## src/rtl/sc_pkg.sv

```systemverilog
package sc_pkg;

    typedef enum logic [1:0] {
        S_IDLE  = 2'd0,
        S_FSTEP = 2'd1,
        S_GSTEP = 2'd2,
        S_FIN   = 2'd3
    } sc_state_e;

    typedef enum logic {
        OP_F = 1'b0,
        OP_G = 1'b1
    } pe_op_e;

endpackage

```

## src/rtl/sc_pe.sv

```systemverilog
module sc_pe
    import sc_pkg::*;
#(
    parameter int W = 8
) (
    input  logic signed [W-1:0] a_i,
    input  logic signed [W-1:0] b_i,
    input  logic                ps_i,
    input  pe_op_e              op_i,
    output logic signed [W-1:0] y_o
);
    localparam logic signed [W:0] POS_LIM = (W+1)'((1 << (W-1)) - 1);
    localparam logic signed [W:0] NEG_LIM = -POS_LIM;

    logic signed [W:0] a_ext, b_ext, mag_a, mag_b, mag_min;
    logic signed [W:0] f_val, g_val, raw;

    always_comb begin
        a_ext   = {a_i[W-1], a_i};
        b_ext   = {b_i[W-1], b_i};
        mag_a   = a_i[W-1] ? -a_ext : a_ext;
        mag_b   = b_i[W-1] ? -b_ext : b_ext;
        mag_min = (mag_a < mag_b) ? mag_a : mag_b;
        f_val   = (a_i[W-1] ^ b_i[W-1]) ? -mag_min : mag_min;
        g_val   = ps_i ? (b_ext - a_ext) : (b_ext + a_ext);
        raw     = (op_i == OP_G) ? g_val : f_val;
        if (raw > POS_LIM) begin
            y_o = POS_LIM[W-1:0];
        end else if (raw < NEG_LIM) begin
            y_o = NEG_LIM[W-1:0];
        end else begin
            y_o = raw[W-1:0];
        end
    end

endmodule

```

## src/rtl/sc_psum.sv

```systemverilog
module sc_psum #(
    parameter int IDX_W = 3,
    parameter int LVL   = 0
) (
    input  logic                     clk,
    input  logic                     rst_n,
    input  logic                     clr_i,
    input  logic                     upd_i,
    input  logic [IDX_W-1:0]         idx_i,
    input  logic                     bit_i,
    output logic [(1 << LVL)-1:0]    ps_o
);
    localparam int WIDTH = 1 << LVL;
    localparam int SPAN  = 2 * WIDTH;
    localparam logic [IDX_W-1:0] KMASK = IDX_W'(SPAN - 1);
    localparam logic [IDX_W-1:0] KLIM  = IDX_W'(WIDTH);

    logic [IDX_W-1:0] pos;
    logic             in_left;

    assign pos     = idx_i & KMASK;
    assign in_left = (pos < KLIM);

    for (genvar j = 0; j < WIDTH; j++) begin : g_bit
        localparam logic [IDX_W-1:0] JV = IDX_W'(j);
        always_ff @(posedge clk) begin
            if (!rst_n || clr_i) begin
                ps_o[j] <= 1'b0;
            end else if (upd_i && in_left) begin
                if (pos == '0) begin
                    ps_o[j] <= (j == 0) ? bit_i : 1'b0;
                end else if ((pos & JV) == JV) begin
                    ps_o[j] <= ps_o[j] ^ bit_i;
                end
            end
        end
    end

endmodule

```

## src/rtl/sc_ctrl.sv

```systemverilog
module sc_ctrl
    import sc_pkg::*;
#(
    parameter int M     = 3,
    parameter int LVL_W = 2
) (
    input  logic             clk,
    input  logic             rst_n,
    input  logic             load_i,
    output logic [LVL_W-1:0] lvl_o,
    output pe_op_e           op_o,
    output logic             busy_o,
    output logic             decide_o,
    output logic [M-1:0]     idx_o,
    output logic             fin_o
);
    localparam int N = 1 << M;
    localparam logic [M-1:0]     LAST_IDX = M'(N - 1);
    localparam logic [LVL_W-1:0] TOP_LVL  = LVL_W'(M - 1);

    sc_state_e        state_q, state_d;
    logic [LVL_W-1:0] lvl_q, lvl_d;
    logic [M-1:0]     idx_q, idx_d, idx_inc;

    function automatic logic [LVL_W-1:0] entry_stage(input logic [M-1:0] v);
        logic [LVL_W-1:0] r;
        r = '0;
        for (int b = M - 1; b >= 0; b--) begin
            if (v[b]) r = LVL_W'(b);
        end
        return r;
    endfunction

    assign idx_inc = idx_q + 1'b1;

    always_ff @(posedge clk) begin
        if (!rst_n) begin
            state_q <= S_IDLE;
            lvl_q   <= '0;
            idx_q   <= '0;
        end else begin
            state_q <= state_d;
            lvl_q   <= lvl_d;
            idx_q   <= idx_d;
        end
    end

    always_comb begin
        state_d = state_q;
        lvl_d   = lvl_q;
        idx_d   = idx_q;
        unique case (state_q)
            S_IDLE: begin
            end
            S_FSTEP, S_GSTEP: begin
                if (lvl_q != '0) begin
                    state_d = S_FSTEP;
                    lvl_d   = lvl_q - 1'b1;
                end else if (idx_q == LAST_IDX) begin
                    state_d = S_FIN;
                end else begin
                    state_d = S_GSTEP;
                    idx_d   = idx_inc;
                    lvl_d   = entry_stage(idx_inc);
                end
            end
            S_FIN: begin
                state_d = S_IDLE;
            end
        endcase
        if (load_i) begin
            state_d = S_FSTEP;
            lvl_d   = TOP_LVL;
            idx_d   = '0;
        end
    end

    always_comb begin
        busy_o   = (state_q == S_FSTEP) || (state_q == S_GSTEP);
        op_o     = (state_q == S_GSTEP) ? OP_G : OP_F;
        decide_o = busy_o && (lvl_q == '0);
        fin_o    = (state_q == S_FIN);
        lvl_o    = lvl_q;
        idx_o    = idx_q;
    end

endmodule

```

## src/rtl/sc_line_dec.sv

```systemverilog
module sc_line_dec
    import sc_pkg::*;
#(
    parameter int M = 3,
    parameter int W = 8
) (
    input  logic                       clk,
    input  logic                       rst_n,
    input  logic                       load,
    input  logic [(1 << M)*W-1:0]      llr_in,
    input  logic [(1 << M)-1:0]        frozen,
    output logic [(1 << M)-1:0]        bits_out,
    output logic                       done
);
    localparam int N     = 1 << M;
    localparam int HALF  = N / 2;
    localparam int TREE  = N - 2;
    localparam int LVL_W = (M > 2) ? $clog2(M) : 1;

    logic signed [W-1:0] ch_q   [N];
    logic signed [W-1:0] tree_q [TREE];
    logic [N-1:0]        frz_q;
    logic [N-1:0]        dec_q;
    logic [N-2:0]        ps_all;

    logic [LVL_W-1:0]    lvl;
    pe_op_e              op;
    logic                busy, decide, fin;
    logic [M-1:0]        idx;

    logic signed [W-1:0] pe_a [HALF];
    logic signed [W-1:0] pe_b [HALF];
    logic                pe_s [HALF];
    logic signed [W-1:0] pe_y [HALF];
    logic                u_bit;

    sc_ctrl #(.M(M), .LVL_W(LVL_W)) u_ctrl (
        .clk      (clk),
        .rst_n    (rst_n),
        .load_i   (load),
        .lvl_o    (lvl),
        .op_o     (op),
        .busy_o   (busy),
        .decide_o (decide),
        .idx_o    (idx),
        .fin_o    (fin)
    );

    for (genvar l = 0; l < M; l++) begin : g_psum
        sc_psum #(.IDX_W(M), .LVL(l)) u_psum (
            .clk   (clk),
            .rst_n (rst_n),
            .clr_i (load),
            .upd_i (decide),
            .idx_i (idx),
            .bit_i (u_bit),
            .ps_o  (ps_all[(1 << l) - 1 +: (1 << l)])
        );
    end

    always_comb begin
        for (int p = 0; p < HALF; p++) begin
            pe_a[p] = '0;
            pe_b[p] = '0;
            pe_s[p] = 1'b0;
        end
        if (lvl == LVL_W'(M - 1)) begin
            for (int p = 0; p < HALF; p++) begin
                pe_a[p] = ch_q[p];
                pe_b[p] = ch_q[p + HALF];
                pe_s[p] = ps_all[HALF - 1 + p];
            end
        end
        for (int l = 0; l < M - 1; l++) begin
            if (lvl == LVL_W'(l)) begin
                for (int p = 0; p < (1 << l); p++) begin
                    pe_a[p] = tree_q[(1 << (l + 1)) - 2 + p];
                    pe_b[p] = tree_q[(1 << (l + 1)) - 2 + p + (1 << l)];
                    pe_s[p] = ps_all[(1 << l) - 1 + p];
                end
            end
        end
    end

    for (genvar p = 0; p < HALF; p++) begin : g_pe
        sc_pe #(.W(W)) u_pe (
            .a_i  (pe_a[p]),
            .b_i  (pe_b[p]),
            .ps_i (pe_s[p]),
            .op_i (op),
            .y_o  (pe_y[p])
        );
    end

    assign u_bit = frz_q[idx] ? 1'b0 : (pe_y[0][W-1] || (pe_y[0] == '0));

    always_ff @(posedge clk) begin
        if (!rst_n) begin
            for (int i = 0; i < N; i++) ch_q[i] <= '0;
            frz_q <= '0;
        end else if (load) begin
            for (int i = 0; i < N; i++) ch_q[i] <= llr_in[i*W +: W];
            frz_q <= frozen;
        end
    end

    always_ff @(posedge clk) begin
        if (!rst_n) begin
            for (int t = 0; t < TREE; t++) tree_q[t] <= '0;
        end else if (busy && !load) begin
            for (int l = 1; l < M; l++) begin
                if (lvl == LVL_W'(l)) begin
                    for (int p = 0; p < (1 << l); p++) begin
                        tree_q[(1 << l) - 2 + p] <= pe_y[p];
                    end
                end
            end
        end
    end

    always_ff @(posedge clk) begin
        if (!rst_n || load) begin
            dec_q <= '0;
        end else if (decide) begin
            dec_q[idx] <= u_bit;
        end
    end

    assign bits_out = dec_q;
    assign done     = fin;

endmodule

```

## config.mk

```make
export PLATFORM = sky130hd
export DESIGN_NAME = sc_line_dec
export DESIGN_NICKNAME = d
export VERILOG_FILES = /design/src/rtl/sc_pkg.sv /design/src/rtl/sc_pe.sv /design/src/rtl/sc_psum.sv /design/src/rtl/sc_ctrl.sv /design/src/rtl/sc_line_dec.sv
export SDC_FILE = /design/constraint.sdc
export NUM_CORES = 1
export LEC_CHECK = 0
export BUFFER_PORTS_ARGS = -buffer_cell sky130_fd_sc_hd__buf_2
export CAP_MARGIN = 20
export CORE_UTILIZATION = 46
export DETAILED_ROUTE_END_ITERATION = 7
export MAX_ROUTING_LAYER = met4
export PLACE_DENSITY = 0.65
export SETUP_SLACK_MARGIN = 0.4
export SLEW_MARGIN = 20
export SYNTH_ARGS = -nofsm -noshare
export SYNTH_HDL_FRONTEND = slang
export SYNTH_SLANG_ARGS = --single-unit
```

## constraint.sdc

```tcl
create_clock -name clk -period 8.9 [get_ports clk]
set_input_delay 0.89 -clock clk [delete_from_list [all_inputs] [get_ports clk]]
set_output_delay 0.89 -clock clk [all_outputs]
set_load 0.05 [all_outputs]
```

======== Yosys cells after proc, flatten, opt, wreduce, memory -nomap -nowiden ========
Memories as Yosys holds them, arrays and structs flattened.
Cells that the tools add are included.
word-level totals
  register bits ........................... 30
  RAM bits ................................ 112
  bits of input ports ..................... 75
  logic and storage cells ................. 221
  memories kept ........................... 2
cells by class
  add/sub/neg operators ................... 22
  order comparisons ....................... 17
  equal/unequal tests ..................... 9
  mux-type cells .......................... 96
  bitwise operators ....................... 28
  reductions and logical operators ........ 33
memory list
  memory  words  width  rd ports  clocked after memory_dff  wr ports  RTL line           source
  ch_q    8      8      8         0                         8         sc_line_dec.sv:20  logic signed [W-1:0] ch_q [N];
  tree_q  6      8      6         0                         6         sc_line_dec.sv:21  logic signed [W-1:0] tree_q [TREE];
operators with widths
  cell                                                            count
  2-to-1 mux 9 bit                                                24
  2-to-1 mux 8 bit                                                24
  negator 8 -> 9 bit                                              8
  2-to-1 mux 32 bit                                               2
  adder 8 x 8 -> 9 bit                                            4
  greater-than comparator 9 x 8 -> 1 bit (second input constant)  4
  less-than comparator 9 x 8 -> 1 bit (second input constant)     4
  less-than comparator 9 bit                                      4
  negator 9 bit                                                   4
  subtractor 8 x 8 -> 9 bit                                       4
  2-to-1 mux 16 bit                                               2
  2-to-1 mux 1 bit                                                30
  2-to-1 mux 2 bit                                                9
  bitwise OR 1 bit                                                14
  nonzero test 2 bit                                              7
  AND reduction 2 bit                                             6
  XOR 1 bit                                                       11
  logical NOT 3 bit                                               3
  bitwise mux 8 bit                                               1
  equality test 2 bit (second input constant)                     4
  logical NOT 8 bit                                               1
  logical AND 1 bit                                               6
  equality test 2 x 1 -> 1 bit (second input constant)            2
  less-than comparator 3 x 4 -> 1 bit (second input constant)     1
  20 further kinds                                                26

======== Longest topological paths before layout ========
Gate-level depths: netlist of run 1.
  word-level depth ........................ 20
  gate-level depth with buffers ........... 34
  depth with buffers taken out ............ 25

======== Modules after synthesis ========
A second synthesis of run 1 with hierarchy kept.
unflattened totals
  cells, all modules ...................... 1633
  area, all modules ....................... 14360.0 um^2
modules (own cells, without submodules)
  module                       instances  cells each  area each (um^2)  seq. area each (um^2)
  sc_line_dec                  1          436         5654.2            3683.5
  sc_pe at g_pe[0].u_pe ...    2          277         1981.9            0.0
  sc_pe at g_pe[1].u_pe        1          280         1973.1            0.0
  sc_pe at g_pe[3].u_pe        1          276         1961.9            0.0
  sc_ctrl                      1          39          382.9             140.1
  sc_psum at g_psum[2].u_psum  1          30          245.2             80.1
  sc_psum at g_psum[1].u_psum  1          14          122.6             40.0
  sc_psum at g_psum[0].u_psum  1          4           56.3              20.0

======== Least setup slack after synthesis of run 1 ========
OpenSTA, ideal clock, no wires.
  path type ............................... reg-to-reg
  start point ............................. reg u_ctrl.lvl_q[0], in the netlist u_ctrl.lvl_o[0]
  end point ............................... mem tree_q[5][2], data pin
  setup time .............................. 271 ps
  arrival time ............................ 6904 ps
  required time ........................... 8629 ps
  path slack .............................. 1725 ps
  cell stages (with the launch flop) ...... 34
  buffers on the path ..................... 10
  clock period less this slack ............ 7175 ps
  path through ............................ dfxtp_1 buf_6 nor2b_1 buf_6 buf_4 clkbuf_1 clkbuf_1 buf_2 clkbuf_1 clkbuf_1 buf_1 nand2_1 ha_1 or3_1 a21oi_1 ha_1 o21a_1 o21a_1 o21a_1 o21a_1 o21a_1 o21ai_0 a21o_1 clkbuf_1 a21oi_1 ha_1 inv_1 a211oi_1 a2111oi_0 a221o_1 nor4b_1 a41oi_1 o21ai_0 nor2_1
RTL lines
  element                 RTL line           source
  start, declared         sc_ctrl.sv:22      logic [LVL_W-1:0] lvl_q, lvl_d;
  start signal, assigned  sc_ctrl.sv:43      lvl_q <= lvl_d;
  end, declared           sc_line_dec.sv:21

==> results_dict.tcl, run 1 <==
set metrics [dict create \
    setup_violations 0 \
    power_per_cell_area_mw_per_mm2 182 \
    synth-main-ff-cell "edfxtp_1" \
    antenna-diode-count 0 \
    commonest_cells_in_the_synthesized_netlist "nor2_1, edfxtp_1, nand2_1, ha_1, a21oi_1" \
    fp.coreArea_mm2 0.0264 \
    intPower_w 0.00155 \
    min_from "bits_out[0]" \
    critical_path.startpoint_type "flop" \
    max-cap-violations 0 \
    cts_tree "yes" \
    net-switching-power_w 0.000939 \
    r2r_end "tree_q[5][4]" \
    timing.hold.worst.class "flop to flop" \
    r2r.worst_path.cells 24 \
    hold_depth 2 \
    combPwrFrac_pct 38.5 \
    final.hold.worst_slack_ns 0.457 \
    globalRouteTotalUtil_pct 24.1 \
    p_leak_nw 5.80 \
    start_util_pct 47.4 \
    setup-tns-final_ns 0 \
    rows 59 \
    final_cells 1777 \
    status "completed" \
    synth.yosys.warnings 0 \
    drt_pass1_iterations 5 \
    critPathMaxFanout 46 \
    wirelength_mm 32.2 \
    number_of_buffers_inserted_by_post_cts_setup_repair 0 \
    required_ns 9.16 \
    critical_path.cell_chain "nor2b_4, buf_4, nand2_1, ha_1, mux2_2, nand2_1, ha_1, nor2b_1, o21a_1, o21a_1, o21a_1, o21a_1, o21a_1, o21ai_0, a21oi_1, mux2i_1, ha_1, inv_1, a211oi_1, nand2_1, o31a_1, a221oi_1, o21ai_0, a21oi_1" \
    pwr-share-clk_pct 29.7 \
    period_utilization_post_route_pct 78.1 \
    synth_sequential_area_ratio_pct 31.8 \
    cts_max_path_buffers 2 \
    synth_edf_count 112 \
    post-dp-hpwl_mm 23.8 \
    dr_total_vias 10300 \
    worst_ep_arrival_time_ns 7.21 \
    vertical_die_dimension_um 167 \
    cts_inserted_buffers 17 \
    max_clock_freq_ghz 0.144 \
    wl_per_cell_um 18.1 \
    grt_start_max_net_pins 85 \
    worst-setup-path-type "flop to flop" \
    critical_path.slowest_cell "a221oi_1" \
    synthDominantAreaCellType "edfxtp_1" \
    antenna_violations_before_repair 0 \
    ys_types 92 \
    synth.ff_latch_count 142 \
    ctsRootBufferMaster "clkbuf_16" \
    finalHoldViolCount 0 \
    finalWeightedCongestion 0.947 \
    period_needed_ns 6.95 \
    ys_top_cells_by_area "edfxtp_1, ha_1, mux2i_1" \
    maxSlewViolCount 0 \
    htree_num_levels 4 \
    post_route_skew_ns 0.0203 \
    cts_num_sinks 142 \
    post_synth_inst_count 1383 \
    setup_repair_after_global_routing_missed_its_margin "false" \
    pin_count 84 \
    crit_top_cell "o21a_1" \
    design_area_mm2 0.0137 \
    ir_worst_vdd_mv 0.118 \
    drt_iter0_drc 766 \
    cts.reportedPaths.clkPinSlew_ns 0.07 \
    holdPathEnd "bits_out[0]" \
    power.sequential.fraction_pct 31.8 \
    ratio_of_cells_with_drive_above_1_in_the_final_layout_pct 13.2 \
    post_synth_mux_area_share_pct 7.33 \
    die_width_um 167 \
    cp-end-kind "flop" \
    flow.area_growth_from_synthesis_pct 10.0 \
    avgViaCountPerCell 5.78 \
    slowest_delay_ns 0.67 \
    synth_top_family_by_area "compound AO/OA/AOI/OAI gates" \
    finalNetCount 1599 \
    synth.avg_cell_area_um2 9.03 \
    detail_route.drc_violations 0 \
    route.antenna.remaining_nets 0 \
    mappedNetlistArea_mm2 0.0125 \
    synth-adder-area-share_pct 10.3 \
    top_count_cell_post_synth "nor2_1" \
    worst_slew_margin_relative_to_its_limit_pct 24.1 \
    grt_overflow_total 0 \
    post_synth_and_or_nand_nor_area_fraction_pct 18.7 \
    synth_xor_area_share_pct 7.74 \
    yosys.area.top_type_share_pct 26.9 \
    vias_in_the_first_global_route 9748 \
    grt_pass1_wl_mm 51.4 \
    timing.reg2reg.setup_slack_ns 1.95 \
    r2r-start "u_ctrl.lvl_o[1]" \
    sw_frac_of_total_pct 37.7 \
    synth_async_sr_flop_share_pct 0 \
    cts_resized 0 \
    dpl_cell_area_mm2 0.0131 \
    placed_cells 1744 \
    die_area_mm2 0.0278 \
    final.fill_count 2413 \
    transition_time_at_the_pin_with_the_least_slew_margin_ns 1.13 \
    synth_compound_gate_area_share_pct 19.3 \
    worst_skew_pair.late_latency_ns 0.44 \
    cts-hold-fix-buffers 0 \
    numPortBuffers 83 \
]
## sequential cells by signal, summed over array words and instances, names as in the netlist
name / count
u_ctrl.lvl_o: 2
u_ctrl.state_q: 2
frz_q: 8
tree_q: 48
bits_out: 8
ch_q: 64
g_psum.u_psum.ps_o: 7
u_ctrl.idx_o: 3
## logic make-up after synthesis
group	count (synthesis)
simple gates	474
compound gates	329
buf+inv	143
flops	142
xor+xnor	107
fa+ha+maj	102
mux	85
other cells	1
## layer usage
layer	wire length (um)	track usage [%]	part of all wire [%]	vias to the layer above
li1	-	-	-	5105
met1	14800	31.8	46	4839
met2	15200	38.9	47	285
met3	1660	3.28	5.1	39
met4	519	5.88	1.6	0
met5	0	-	0	-
## final cells by class
class / count / area [um^2] / share of cell area (%)
tap: 335 / 419 / 3.05
clock buffer: 18 / 450 / 3.28
clock inverter: 14 / 163 / 1.18
multi-input combinational: 1101 / 7930 / 57.8
timing repair buffer: 97 / 541 / 3.94
sequential: 142 / 3960 / 28.9
inverter: 70 / 264 / 1.92
## worst max-delay path: cells and delay by family (launching register included)
kind            cells  cell delay, ns
flops               1            0.34
buf+inv             2            0.53
mux                 2            0.64
fa+ha+maj           3            0.80
compound gates     12            3.42
simple gates        5            1.04
## cells in the final DEF, fill, tap and decap left out, drive strengths merged, types with 11 or more instances in the layout
| master | instances |
|---|---|
| a21o | 27 |
| a21oi | 83 |
| a22oi | 11 |
| a31oi | 13 |
| and2 | 35 |
| and3 | 52 |
| buf | 97 |
| clkbuf | 18 |
| dfxtp | 30 |
| edfxtp | 112 |
| ha | 91 |
| inv | 76 |
| mux2 | 19 |
| mux2i | 64 |
| nand2 | 103 |
| nand2b | 20 |
| nand3 | 24 |
| nor2 | 150 |
| nor2b | 32 |
| nor3 | 13 |
| nor4 | 11 |
| o211ai | 11 |
| o21a | 29 |
| o21ai | 60 |
| o31ai | 11 |
| xnor2 | 69 |
| xor2 | 37 |
## power groups by stage
stage / Sequential [W] / Combinational [W] / Clock, W
after floorplan: 0.000792 / 0.000761 / 0
after global placement: 0.000808 / 0.000934 / 0
after detailed placement: 0.000808 / 0.000941 / 0
after CTS: 0.000794 / 0.000949 / 0.000749
after global routing: 0.000798 / 0.00106 / 0.000773
final: 0.000794 / 0.000960 / 0.000740
## per-stage QoR
stage	total power, W	worst slack, ns	util [%]
6_report	0.00249	1.95	52.1
5_1_grt	0.00263	1.51	52.1
4_1_cts	0.00249	2.12	52.0
3_5_place_dp	0.00175	2.16	49.7
3_3_place_gp	0.00174	2.45	49.7
2_1_floorplan	0.00155	1.73	-
## how the worst max path moves through the flow
stage	startpoint	endpoint	slack [ns]	cells after the start
global route	u_ctrl.lvl_o[1]	tree_q[5][3]	1.51	24
CTS	u_ctrl.lvl_o[1]	tree_q[5][3]	2.12	24
floorplan	u_ctrl.lvl_o[0]	tree_q[5][2]	1.73	33
global placement	u_ctrl.lvl_o[1]	tree_q[4][0]	2.45	25
finish	u_ctrl.lvl_o[1]	tree_q[5][4]	1.95	24
detailed placement	u_ctrl.lvl_o[1]	tree_q[5][3]	2.16	24
No activity file was read; power rests on OpenSTA's default activity.
==> run 2: changes to the inputs <==
clock period = 6.8 ns   (was 8.9 ns; I/O delays follow)
==> run 2 against run 1 <==
Combinational power grew 35%. Die area is the same. Clock skew shrank 0.010 ns. Core utilization grew 0.87 points.
==> results_dict.tcl, run 2 (same netlist as run 1, synthesis figures left out) <==
set metrics [dict create \
    finalHoldViolCount 0 \
    area_taken_by_flip_flops_and_latches_mm2 0.00396 \
    fp.coreArea_mm2 0.0264 \
    globalRouteTotalUtil_pct 23.9 \
    wirelength_mm 32.4 \
    die_area_mm2 0.0278 \
    dr_wl_met3_mm 1.53 \
    cp_top_family "compound AO/OA/AOI/OAI gates" \
    pin_count 84 \
    max_ffs_per_register 64 \
    grt_pass1_wl_mm 51.1 \
    grt_overflow_total 0 \
    critical_path.startpoint_type "flop" \
    cts_max_path_buffers 2 \
    p_leak_nw 5.88 \
    vertical_die_dimension_um 167 \
    transition_time_at_the_pin_with_the_least_slew_margin_ns 1.09 \
    top_layer "met4" \
    required_ns 7.10 \
    layout_common_cells "nor2_1, edfxtp_1, nand2_1" \
    ir_worst_vdd_mv 0.190 \
    layout.cells.most_common "nor2_1" \
    pre_cts_slack_ns 0.315 \
    finalNetCount 1615 \
    dpl_cell_area_mm2 0.0132 \
    antenna_violations_before_repair 0 \
    route.antenna.remaining_nets 0 \
    worst_ep_arrival_time_ns 6.37 \
    vias_in_the_first_global_route 9726 \
    worst_skew_pair.late_latency_ns 0.43 \
    cts_inserted_buffers 17 \
    wl_per_cell_um 18.1 \
    placed_cells 1752 \
    post-dp-hpwl_mm 24.0 \
    largest_register "ch_q" \
    worstPathBufferInverterCount 3 \
    route.layer.met1.wl_mm 14.7 \
    max_clock_freq_ghz 0.165 \
    start_util_pct 47.4 \
    htree_num_levels 4 \
    max-cap-violations 0 \
    timing.hold.worst.class "flop to flop" \
    critPathMaxFanout 31 \
    grt_start_max_net_pins 84 \
    status "completed" \
    final.setup.worst_slack_ns 0.736 \
    cts_num_sinks 142 \
    setup_repair_after_global_routing_missed_its_margin "false" \
    ctsRootBufferMaster "clkbuf_16" \
    setup_violations 0 \
    design_area_mm2 0.0140 \
    maxSlewViolCount 0 \
    critical_path.slowest_cell "or4_1" \
    final_cells 1793 \
    die_width_um 167 \
    dr_total_vias 10400 \
    cp-end-kind "flop" \
    post_route_skew_ns 0.00995 \
    power_per_cell_area_mw_per_mm2 238 \
    cts_tree "yes" \
    multi_input_area_mm2 0.00803 \
    avgViaCountPerCell 5.78 \
    route.met2.wl_mm 15.5 \
    drt_iter0_drc 685 \
    detail_route.drc_violations 0 \
    crit_top_cell "o21a_1" \
    worst_slew_margin_relative_to_its_limit_pct 27.1 \
    power_total_w 0.00332 \
    drt_pass1_iterations 5 \
    ratio_of_cells_with_drive_above_1_in_the_final_layout_pct 15.2 \
    flow.area_growth_from_synthesis_pct 11.9 \
    worst-setup-path-type "flop to flop" \
    reg.largest.list "ch_q: 64 flops, tree_q: 48 flops" \
    setup-tns-final_ns 0 \
    finalWeightedCongestion 0.942 \
    period_utilization_post_route_pct 89.2 \
    numPortBuffers 83 \
    cts.reportedPaths.clkPinSlew_ns 0.07 \
    rows 59 \
    antenna-diode-count 0 \
    slowest_delay_ns 0.54 \
    final.fill_count 2427 \
    period_needed_ns 6.06 \
]
==> run 2: cell count changes in the layout (fill, tap and decap cells not counted), sizes merged <==
cell / change
inv: -3
clkinvlp: +2
buf: +15
bufinv: +3
clkinv: -1
==> run 2: cell type report <==
cell class	count	area share [%]
inverter	70	1.89
timing repair buffer	113	4.83
multi-input combinational	1101	57.5
clock inverter	15	1.34
clock buffer	17	3.05
sequential	142	28.4
tap	335	3.00
==> run 2: worst paths after layout <==
check / start / slack (ns) / cells past startpoint / endpoint
max reg2reg: u_ctrl.lvl_o[0] / 0.74 / 26 / tree_q[4][0]
min: bits_out[2] / 0.46 / 2 / bits_out[2]
min reg2reg: bits_out[2] / 0.46 / 2 / bits_out[2]
max: u_ctrl.lvl_o[0] / 0.74 / 26 / tree_q[4][0]
==> run 2: what timing repair did <==
item / in CTS / in global routing
gates resized for setup: 2 / 17
hold buffers: 0 / 0
cloned: 0 / 1
pin swaps: 0 / 2
buffers inserted: 0 / 8
hold endpoints to repair: 0 / 0
endpoints found under the setup margin: 13 / 27
==> run 2: metrics by stage <==
step | hold WS [ns] | util, %
after detailed placement | 0.447 | 50.0
final | 0.460 | 53.0
after floorplan | 0.433 | -
after global routing | 0.483 | 53.0
after CTS | 0.458 | 52.4
after global placement | 0.446 | 50.0
==> run 2: power by group <==
| part | internal, W | total [W] | leakage (nW) | switching, W |
|---|---|---|---|---|
| Clock | 0.000583 | 0.000981 | 0.294 | 0.000398 |
| Combinational | 0.000549 | 0.00130 | 4.15 | 0.000752 |
| Sequential | 0.000996 | 0.00104 | 1.43 | 0.0000432 |
| Total | 0.00213 | 0.00332 | 5.88 | 0.00119 |
==> run 2: worst reg2reg max path, stage by stage, from the launching register on <==
cell and delay [ns]:
dfxtp_1 0.32, buf_6 0.20, nor2b_4 0.21, buf_12 0.23
nand2_1 0.17, ha_1 0.31, mux2_2 0.27, and2_1 0.18
inv_1 0.06, ha_1 0.21, nor2b_1 0.13, o21a_1 0.16
o21a_1 0.16, o21a_1 0.16, o21a_1 0.16, o21a_1 0.16
o21a_1 0.18, o31a_2 0.40, mux2i_2 0.30, ha_1 0.24
o311ai_0 0.20, o21ai_1 0.20, xnor2_1 0.13, o21ai_0 0.14
or4_1 0.54, o311ai_0 0.31, and3_1 0.20
==> run 2: layer usage <==
metal	track usage, %	vias up
met5	-	-
met4	7.85	0
met3	2.95	45
met2	39.0	251
met1	30.7	4947
li1	-	5129
==> run 3: changes to the inputs <==
==> constraint.sdc (replaced) <==
create_clock -name clk -period 6.8 [get_ports clk]
set_input_delay 2.04 -clock clk [delete_from_list [all_inputs] [get_ports clk]]
set_output_delay 2.04 -clock clk [all_outputs]
set_load 0.05 [all_outputs]
==> run 3 against run 2 <==
Count of clock-buffer cells in the layout is 2 higher. Global-route usage is 0.22 points lower. Setup slack improved by 0.024 ns. Maximum frequency is 0.39% higher. Core utilization barely moved. Clock power fell by 0.5%. Die area did not move. First-iteration DRC count down 2.6%. Combinational power about the same. Sequential cell count stayed put. Critical endpoint unchanged. Largest power group unchanged.
==> results_dict.tcl, run 3 (same netlist as run 1, synthesis figures left out) <==
set metrics [dict create \
    die_width_um 167 \
    post_route_skew_ns 0.0143 \
    drt_pass1_iterations 6 \
    slowest_delay_ns 0.56 \
    grt_overflow_total 0 \
    period_utilization_post_route_pct 88.8 \
    route.antenna.remaining_nets 0 \
    largest_register "ch_q" \
    grt_pass1_wl_mm 50.8 \
    cts.reportedPaths.clkPinSlew_ns 0.06 \
    die_area_mm2 0.0278 \
    setup-tns-final_ns 0 \
    pre_cts_slack_ns 0.319 \
    maxSlewViolCount 0 \
    vertical_die_dimension_um 167 \
    worst-setup-path-type "flop to flop" \
    pwr-share-clk_pct 29.4 \
    max_ffs_per_register 64 \
    combPwrFrac_pct 39.3 \
    wirelength_mm 32.4 \
    power.sequential.fraction_pct 31.3 \
    rows 59 \
    net-switching-power_w 0.00118 \
    reg.largest.list "ch_q: 64 flops, tree_q: 48 flops" \
    required_ns 7.09 \
    crit_top_cell "o21a_1" \
    numPortBuffers 83 \
    critPathMaxFanout 23 \
    cts_tree "yes" \
    power_per_cell_area_mw_per_mm2 238 \
    p_leak_nw 5.88 \
    detail_route.drc_violations 0 \
    power_total_w 0.00332 \
    dpl_cell_area_mm2 0.0132 \
    start_util_pct 47.4 \
    cts_inserted_buffers 17 \
    max-cap-violations 0 \
    wl_per_cell_um 18.1 \
    max_clock_freq_ghz 0.166 \
    antenna_violations_before_repair 0 \
    ctsRootBufferMaster "clkbuf_16" \
    critical_path.slowest_cell "or4_1" \
    grt_start_max_net_pins 84 \
    finalWeightedCongestion 0.940 \
    critical_path.startpoint_type "flop" \
    intPower_w 0.00214 \
    drt_iter0_drc 667 \
    finalHoldViolCount 0 \
    timing.hold.worst.class "flop to flop" \
    vias_in_the_first_global_route 9783 \
    ratio_of_cells_with_drive_above_1_in_the_final_layout_pct 15.3 \
    layout_common_cells "nor2_1, edfxtp_1, nand2_1" \
    ir_worst_vdd_mv 0.167 \
    worst_ep_arrival_time_ns 6.33 \
    fp.coreArea_mm2 0.0264 \
    setup_violations 0 \
    dr_total_vias 10400 \
    final.setup.worst_slack_ns 0.760 \
    transition_time_at_the_pin_with_the_least_slew_margin_ns 1.06 \
    setup_repair_after_global_routing_missed_its_margin "false" \
    sw_frac_of_total_pct 35.4 \
    avgViaCountPerCell 5.79 \
    cts_max_path_buffers 2 \
    design_area_mm2 0.0140 \
    post-dp-hpwl_mm 24.0 \
    globalRouteTotalUtil_pct 23.7 \
    flow.area_growth_from_synthesis_pct 11.9 \
    pin_count 84 \
    worst_skew_pair.late_latency_ns 0.43 \
    final.fill_count 2351 \
    antenna-diode-count 0 \
    finalNetCount 1611 \
    htree_num_levels 4 \
    layout.cells.most_common "nor2_1" \
    status "completed" \
    cp-end-kind "flop" \
    worst_slew_margin_relative_to_its_limit_pct 29.6 \
    period_needed_ns 6.04 \
    cts_num_sinks 142 \
]
## run 3: layer usage
layer | GRT usage [%] | vias up | wire length [um]
met5 | - | - | 0
met4 | 7.41 | 0 | 647
met3 | 3.16 | 47 | 1750
met2 | 38.9 | 300 | 15400
met1 | 30.3 | 4896 | 14600
li1 | - | 5121 | -
## run 3: metrics by stage
stage,instances,hold WS (ns),util (%)
after CTS,1784,0.461,52.4
after global placement,1752,0.445,50.0
after global routing,1789,0.479,53.0
after detailed placement,1752,0.450,50.0
after floorplan,1386,0.433,-
final,1789,0.458,53.0
## run 3: path summary, 6_finish.rpt
path | start | endpoint | slack [ns] | cells after the start
setup / recovery | u_ctrl.lvl_o[0] | tree_q[4][0] | 0.76 | 26
hold / removal | bits_out[4] | bits_out[4] | 0.46 | 2
setup reg to reg | u_ctrl.lvl_o[0] | tree_q[4][0] | 0.76 | 26
hold reg to reg | bits_out[4] | bits_out[4] | 0.46 | 2
## run 3: worst max-delay path: cells and delay by family, from the launching register on
family,cells,cell delay [ns]
fa+ha+maj,3,0.76
simple gates,6,1.48
buf+inv,3,0.52
xor+xnor,1,0.13
flops,1,0.31
mux,2,0.51
compound gates,11,2.19
## run 3: timing repair
action                     4_1_cts  5_1_grt
cloned                           0        2
setup endpoints to repair       14       27
gates resized for setup          2       22
setup buffers                    0        3
hold buffers                     0        0
pin swaps                        0        2
## run 3: power by group through the flow
stage,registers [W],clock network [W],logic [W]
after floorplan,0.00104,0,0.00100
after global placement,0.00106,0,0.00124
after detailed placement,0.00106,0,0.00125
after CTS,0.00104,0.000991,0.00127
after global routing,0.00104,0.00102,0.00144
final,0.00104,0.000976,0.00130
## run 3: layout make-up
cell class                      instances  area (um^2)  share of cell area [%]
Multi-Input combinational cell       1101         8050                    57.6
Sequential cell                       142         3960                    28.4
Timing Repair Buffer                  109          658                    4.71
Clock buffer                           19          453                    3.24
Tap cell                              335          419                    3.00
Inverter                               70          264                    1.89
Clock inverter                         13          164                    1.17
